## config.mk

```make
export PLATFORM = sky130hd
export DESIGN_NAME = gpio_masked_port
export DESIGN_NICKNAME = d
export VERILOG_FILES = /design/src/rtl/gpio_mask_pkg.sv /design/src/rtl/gpio_acc_decode.sv /design/src/rtl/gpio_in_sync.sv /design/src/rtl/gpio_masked_port.sv
export SDC_FILE = /design/constraint.sdc
export NUM_CORES = 1
export LEC_CHECK = 0
export BUFFER_PORTS_ARGS = -buffer_cell sky130_fd_sc_hd__buf_4
export CORE_MARGIN = 4
export CORE_UTILIZATION = 44
export CTS_CLUSTER_SIZE = 8
export DETAILED_ROUTE_END_ITERATION = 12
export HOLD_SLACK_MARGIN = 0.06
export PLACE_DENSITY = 0.8
export SLEW_MARGIN = 5
export SYNTH_ARGS = -nofsm -noshare
export SYNTH_HDL_FRONTEND = slang
export SYNTH_SLANG_ARGS = --single-unit
export TNS_END_PERCENT = 100
```

## constraint.sdc

```tcl
create_clock -name clk -period 1.25 [get_ports clk]
set_input_delay 0.125 -clock clk [delete_from_list [all_inputs] [get_ports clk]]
set_output_delay 0.125 -clock clk [all_outputs]
set_load 0.05 [all_outputs]
```

## src/rtl/gpio_mask_pkg.sv

```systemverilog
package gpio_mask_pkg;

    // Access classes; one per bus cycle, write wins over read
    typedef enum logic [2:0] {
        ACC_IDLE,
        ACC_DATA_WR,
        ACC_DATA_RD,
        ACC_DIR_WR,
        ACC_DIR_RD,
        ACC_MISS_WR,
        ACC_MISS_RD
    } acc_kind_e;

endpackage

```

## src/rtl/gpio_acc_decode.sv

```systemverilog
module gpio_acc_decode
    import gpio_mask_pkg::*;
#(
    parameter int PINS = 8,
    parameter int WAW  = PINS + 2
) (
    input  logic [WAW-1:0] word_addr,
    input  logic           wr,
    input  logic           rd,
    output acc_kind_e      kind
);
    // Data window: all words with upper bits zero; direction word just above it
    localparam logic [WAW-1:0] DIR_WORD = WAW'(1) << PINS;

    logic in_data;
    logic in_dir;

    assign in_data = (word_addr[WAW-1:PINS] == '0);
    assign in_dir  = (word_addr == DIR_WORD);

    always_comb begin
        kind = ACC_IDLE;
        if (wr) begin
            if (in_data)     kind = ACC_DATA_WR;
            else if (in_dir) kind = ACC_DIR_WR;
            else             kind = ACC_MISS_WR;
        end else if (rd) begin
            if (in_data)     kind = ACC_DATA_RD;
            else if (in_dir) kind = ACC_DIR_RD;
            else             kind = ACC_MISS_RD;
        end
    end

endmodule

```

## src/rtl/gpio_in_sync.sv

```systemverilog
module gpio_in_sync #(
    parameter int PINS   = 8,
    parameter int STAGES = 2
) (
    input  logic            clk,
    input  logic            rst_n,
    input  logic [PINS-1:0] async_in,
    output logic [PINS-1:0] sync_out
);
    for (genvar i = 0; i < PINS; i++) begin : g_pin
        logic [STAGES-1:0] chain_q;
        always_ff @(posedge clk or negedge rst_n) begin
            if (!rst_n) chain_q <= '0;
            else        chain_q <= {chain_q[STAGES-2:0], async_in[i]};
        end
        assign sync_out[i] = chain_q[STAGES-1];
    end

endmodule

```

## src/rtl/gpio_masked_port.sv

```systemverilog
module gpio_masked_port
    import gpio_mask_pkg::*;
#(
    parameter int PINS = 8,
    parameter int DW   = 32,
    parameter int WAW  = PINS + 2
) (
    input  logic            clk,
    input  logic            rst_n,
    input  logic [WAW-1:0]  bus_word_addr,
    input  logic            bus_wr,
    input  logic            bus_rd,
    input  logic [DW-1:0]   bus_wdata,
    output logic [DW-1:0]   bus_rdata,
    input  logic [PINS-1:0] pin_in,
    output logic [PINS-1:0] pin_out,
    output logic [PINS-1:0] pin_oe
);
    acc_kind_e       kind;
    logic [PINS-1:0] mask;
    logic [PINS-1:0] wr_bits;
    logic [PINS-1:0] data_q;
    logic [PINS-1:0] dir_q;
    logic [PINS-1:0] pin_sync;
    logic [PINS-1:0] rd_view;
    logic [DW-1:0]   rdata_q;
    logic            unused_wdata_hi;

    assign mask            = bus_word_addr[PINS-1:0];
    assign wr_bits         = mask & dir_q;
    assign unused_wdata_hi = ^bus_wdata[DW-1:PINS];

    gpio_acc_decode #(.PINS(PINS), .WAW(WAW)) u_dec (
        .word_addr (bus_word_addr),
        .wr        (bus_wr),
        .rd        (bus_rd),
        .kind      (kind)
    );

    gpio_in_sync #(.PINS(PINS), .STAGES(2)) u_sync (
        .clk      (clk),
        .rst_n    (rst_n),
        .async_in (pin_in),
        .sync_out (pin_sync)
    );

    // Register state: data and direction words
    always_ff @(posedge clk or negedge rst_n) begin
        if (!rst_n) begin
            data_q <= '0;
            dir_q  <= '0;
        end else begin
            unique case (kind)
                ACC_DATA_WR: data_q <= (data_q & ~wr_bits) | (bus_wdata[PINS-1:0] & wr_bits);
                ACC_DIR_WR:  dir_q  <= bus_wdata[PINS-1:0];
                ACC_IDLE, ACC_DATA_RD, ACC_DIR_RD, ACC_MISS_WR, ACC_MISS_RD: ;
                default: ;
            endcase
        end
    end

    // Per-pin read source: stored value for outputs, synchronized level for inputs
    assign rd_view = (dir_q & data_q) | (~dir_q & pin_sync);

    // Read response register
    always_ff @(posedge clk or negedge rst_n) begin
        if (!rst_n) begin
            rdata_q <= '0;
        end else begin
            unique case (kind)
                ACC_DATA_RD: rdata_q <= DW'(rd_view & mask);
                ACC_DIR_RD:  rdata_q <= DW'(dir_q);
                ACC_MISS_RD: rdata_q <= '0;
                ACC_IDLE, ACC_DATA_WR, ACC_DIR_WR, ACC_MISS_WR: ;
                default: ;
            endcase
        end
    end

    assign bus_rdata = rdata_q;
    assign pin_out   = data_q;
    assign pin_oe    = dir_q;

endmodule

```

=== Word level (Yosys, flattened, before mapping) ===
Cells that the tools add are included.

* Equal/unequal tests: 6
* Muxes and demuxes: 7
* Bitwise logic cells: 10
* Reductions and logical operators: 2

{| class="wikitable"
|+ Operator list
! operator !! number
|-
| case mux 32 bit (3 select lines) || 1
|-
| AND 8 bit || 6
|-
| NOT 8 bit || 2
|-
| OR 8 bit || 2
|-
| two-way mux 3 bit || 5
|-
| equality test 10 x 9 -> 1 bit, second input constant || 1
|-
| equality test 3 x 2 -> 1 bit, second input constant || 2
|-
| equality test 3 bit, second input constant || 2
|-
| equality test 3 x 1 -> 1 bit, second input constant || 1
|-
| nonzero test 3 bit || 1
|-
| zero test 2 bit || 1
|-
| two-way mux 2 bit || 1
|}

* Bits in registers: 64
* Bits of input ports: 54
* Output and inout bits: 48
* Word-level logic and storage cells: 36

=== Longest topological paths before layout ===
* Word-level depth: 7
* Gate-level depth with buffers: 4
* Gate-level depth less buffers: 3

=== Hierarchy ===
Synthesis repeated with hierarchy kept, for this count alone.

* Cells, all modules: 155
* Area, all modules: 1918.1 um^2

{| class="wikitable"
|+ By module, submodules not included
! module !! instances !! cells an instance !! area each (um^2) !! sequential area each (um^2)
|-
| gpio_masked_port || 1 || 122 || 1372.6 || 600.6
|-
| gpio_in_sync || 1 || 24 || 460.4 || 400.4
|-
| gpio_acc_decode || 1 || 9 || 85.1 || 0.0
|}

=== Worst setup path after synthesis ===
OpenSTA, ideal clock, no wires.

* Path kind: register to register
* Start point: register dir_q[0] (netlist: pin_oe[0])
* End point: register rdata_q[0] (netlist: bus_rdata[0])
* Setup time: 0.125 ns
* Arrival: 1.255 ns
* Required time: 1.125 ns
* Slack: -0.131 ns
* Stages on the path, launching flop included: 4
* Buffers on the path: 0
* Period minus slack after synthesis: 1.381 ns
* Cell sequence: dfrtp_1 mux2_2 a31oi_1 a21oi_1

* Cells in the longest elaborated chain, start to end: 5
* Elaborated cells between the ends (all ways): 6
* Those cells by class: mux: 1; bitwise: 5

{| class="wikitable"
|+ Ends and longest elaborated chain
! element !! RTL line !! source
|-
| from (decl) || gpio_masked_port.sv:23 || <nowiki>logic [PINS-1:0] dir_q;</nowiki>
|-
| from (signal assigned) || gpio_masked_port.sv:55 || <nowiki>ACC_DIR_WR: dir_q <= bus_wdata[PINS-1:0];</nowiki>
|-
| NOT 8 bit || gpio_masked_port.sv:63 || <nowiki>assign rd_view = (dir_q & data_q) | (~dir_q & pin_sync);</nowiki>
|-
| AND 8 bit || gpio_masked_port.sv:63 ||
|-
| OR 8 bit || gpio_masked_port.sv:63 ||
|-
| AND 8 bit || gpio_masked_port.sv:71 || <nowiki>ACC_DATA_RD: rdata_q <= DW'(rd_view & mask);</nowiki>
|-
| case mux 32 bit (3 select lines) * || gpio_masked_port.sv:70 || <nowiki>unique case (kind)</nowiki>
|-
| to (signal assigned) || gpio_masked_port.sv:71 ||
|-
| to (signal assigned) || gpio_masked_port.sv:72 || <nowiki>ACC_DIR_RD: rdata_q <= DW'(dir_q);</nowiki>
|-
| to (decl) || gpio_masked_port.sv:26 || <nowiki>logic [DW-1:0] rdata_q;</nowiki>
|}

Every way passes the cells marked *; elsewhere a longest branch is shown, timed or not. The select of a mux whose other input is x is not followed.
A chain may end at the register's enable or synchronous reset.

=== Worst setup path after layout ===
* Start point: register dir_q[4] (netlist: pin_oe[4])
* End point: register rdata_q[4] (netlist: bus_rdata[4])

Same word-level chain as after synthesis.

==> flow_summary_export.csv <==
group,metric,value,unit
run_status,status,"finished clean",
worst_setup_path,critPathCaptureType,"flip-flop",
global_route,grt_start_max_net_pins,41,
timing,final.setup.tns,0,ns
worst_setup_path,crit_type,"reg2reg",
worst_setup_path,critPathRequiredTime,1.43,ns
drt,firstDrtPassIters,4,
drt,vias,1357,
worst_setup_path,critPathLaunch,"pin_oe[4]",
logic_synthesis,synth_top_cell_area_share,0.552,
clock_network,h-tree-depth,2,
global_route,grt_pass1_vias,1297,
clock_network,clk_path_buf_depth,2,
logic_synthesis,synth_area_leaders,"dfrtp_1 (55%), mux2_2 (13%), buf_4 (9.9%)",
worst_setup_path,arrival,1.35,ns
worst_setup_path,r2r_slack,0.08,ns
global_route,grt_pass1_wl,6330,um
timing,maxSlewViolCount,0,
drt,postRouteAntennaNets,0,
placement,hpwl,2870,um
worst_setup_path,cp_cell_sequence,"or3b_2 > o22ai_1 > a21oi_1",
clock_network,insertion_delay,0.29,ns
clock_network,clk_pin_slew,0.08,ns
global_route,grt_usage,0.162,
drt,post_drt_wl_per_cell,14.3,um
worst_setup_path,r2r_cells,3,
logic_synthesis,yosysSeqAreaShare,0.552,
worst_setup_path,critical_path.max_stage_delay,0.44,ns
timing,min_period_over_period,0.934,
worst_setup_path,path_max_fanout,5,
power_and_ir_drop,p_switching,0.926,mW
power_and_ir_drop,pwr-share-comb,0.221,
floorplanning,io_pins,102,
logic_synthesis,yosysWarnings,0,
worst_hold_path,hold_path_class,"in2reg",
logic_synthesis,syn_area,1810,um2
power_and_ir_drop,pwr-share-clk,0.306,
placement,portBuffers,53,
timing,fin_crit,1.17,ns
worst_setup_path,worst_path_max_delay_cell,"dfrtp_2",
timing,rsz0062_at_grt,"no",
placement,place_ws,-0.0838,ns
cells_and_area,syn_to_final_growth,37.6,%
drt,drc,0,
timing,max_freq,857,MHz
timing,clock_skew,0.00606,ns
cells_and_area,nets,278,
worst_setup_path,worstReg2RegStart,"pin_oe[4]",
cells_and_area,drive_above_1_share,0.484,
worst_setup_path,reg2reg_to,"bus_rdata[4]",
power_and_ir_drop,p_leak,1.20,nW
logic_synthesis,yosys.cell_types.count,20,
drt,wirelength,3940,um
power_and_ir_drop,power_density,1180,nW/um2
floorplanning,rows,23,
worst_setup_path,endpoint,"bus_rdata[4]",
floorplanning,start_util,0.453,
clock_network,cts_tree,"done",
logic_synthesis,postSynthAreaPerCell,12.6,um2
timing,setup_slack,0.0827,ns
timing,setup-violations-final,0,
worst_setup_path,start_kind,"flip-flop",
timing,hold_ws,0.0720,ns
timing,hold_viol,0,
placement,gp_congestion,0.833,
power_and_ir_drop,p_sw_frac,0.315,
global_route,grt_remaining_overflow,0,
run,drv_cap,0,
floorplanning,die_area,5210,um2
drt,drtIter0Drc,42,
floorplanning,dieHeight,72.2,um
clock_network,cts_sinks,40,
drt,vias_per_cell,4.93,
power_and_ir_drop,finalPower,2.94,mW
power_and_ir_drop,p_int,2.01,mW
logic_synthesis,netlist_instances,144,
power_and_ir_drop,ir_drop,0.784,mV
cells_and_area,diodes,0,
power_and_ir_drop,p_seq_frac,0.473,
floorplanning,fp.coreArea,4000,um2
clock_network,cts_root_buf,"clkbuf_8",
clock_network,cts_buffers,5,
global_route,grt_antenna_before_repair,0,
floorplanning,die_width,72.2,um
logic_synthesis,ys_seq_elements,40,
logic_synthesis,netlist.top_cell.by_area,"dfrtp_1",
how the worst min path moves through the flow:
stage               depth (start not counted)  slack (ns)                    endpoint         start
finish                                      2        0.07                   pin_oe[7]  bus_wdata[7]
global route                                2        0.06                   pin_oe[7]  bus_wdata[7]
CTS                                         2        0.06                   pin_oe[7]  bus_wdata[7]
detailed placement                          1        0.12  u_sync.g_pin[3].chain_q[0]         rst_n
global placement                            1        0.12  u_sync.g_pin[3].chain_q[1]         rst_n
floorplan                                   0       -0.17  asynchronous set/reset pin         rst_n
synthesized netlist by cell type:
cell type  number
clkbuf_1        1
nand3_1         9
nor2b_1         2
o22ai_1         3
a31oi_1         8
conb_1          1
or3b_2          3
dfrtp_1        40
nor4bb_1        3
nand4_1         5
a21oi_1         8
buf_4          24
nor4_4          2
nand2b_1        4
nand4_4         1
nor2_1          6
nor3b_2         1
buf_2           1
buf_1           1
mux2_2         21
layout by cell type, fill, tap and decap left out, drive strengths merged:
master	netlist	routed
dfrtp	40	40
nor4bb	3	3
clkinvlp	0	2
nor3b	1	1
a31oi	8	8
nor2	6	6
nor4	2	2
nand2b	4	4
buf	26	64
nor2b	2	2
conb	1	24
o22ai	3	3
dlygate4sd3	0	13
clkbuf	1	6
nand3	9	9
nand4	6	6
or3b	3	3
mux2	21	21
a21oi	8	8
kinds of logic (layout without fill, tap and decap cells):
kind of cell           Yosys count  count (layout)  share of synthesized area
AOI/OAI and AO/OA               19              19                     0.0601
buffers and inverters           27              85                      0.106
and+or+nand+nor                 36              36                      0.148
DFF                             40              40                      0.552
other                            1              24                    0.00207
muxes                           21              21                      0.131
metrics by stage:
stage          cell area, um2   util  instances
2_1_floorplan            1910      -        167
3_3_place_gp             2260  0.565        254
3_5_place_dp             2260  0.565        254
4_1_cts                  2480  0.619        274
5_1_grt                  2490  0.623        275
6_report                 2490  0.623        275
metal layers:
layer | part of all wire | wire (um) | global-route usage
met5 | 0 | 0 | 0
met4 | 0.015 | 60 | 0.0626
met3 | 0.066 | 259 | 0.0526
met2 | 0.52 | 2040 | 0.261
met1 | 0.40 | 1580 | 0.203
repair_timing:
item / in CTS / in global routing
endpoints found under the setup margin: 0 / 1
resized for setup: 0 / 1
setup buffers: 0 / 0
hold buffers: 12 / 1
endpoints found under the hold margin: 51 / 1
cell type report:
type                    instances  area [um2]
flip-flops and latches         40        1010
repair buffers                 77         611
multi-input cells             100         711
fillers                       327        1510
clock buffers                   6        82.6
well taps                      50        62.6
clock inverters                 2        15.0
critical path: cells and delay by family (launching register included):
| kind | cells | cell delay, ns |
|---|---|---|
| flops | 1 | 0.44 |
| simple gates | 1 | 0.44 |
| compound gates | 2 | 0.17 |
power by group through the flow:
stage	clock, mW	combinational (mW)	sequential, mW
2_1_floorplan	0	0.306	1.55
3_5_place_dp	0	0.615	1.42
5_1_grt	1.00	0.689	1.40
6_report	0.899	0.649	1.39
4_1_cts	0.937	0.645	1.39
3_3_place_gp	0	0.609	1.41
(Power assumes the default switching activity.)
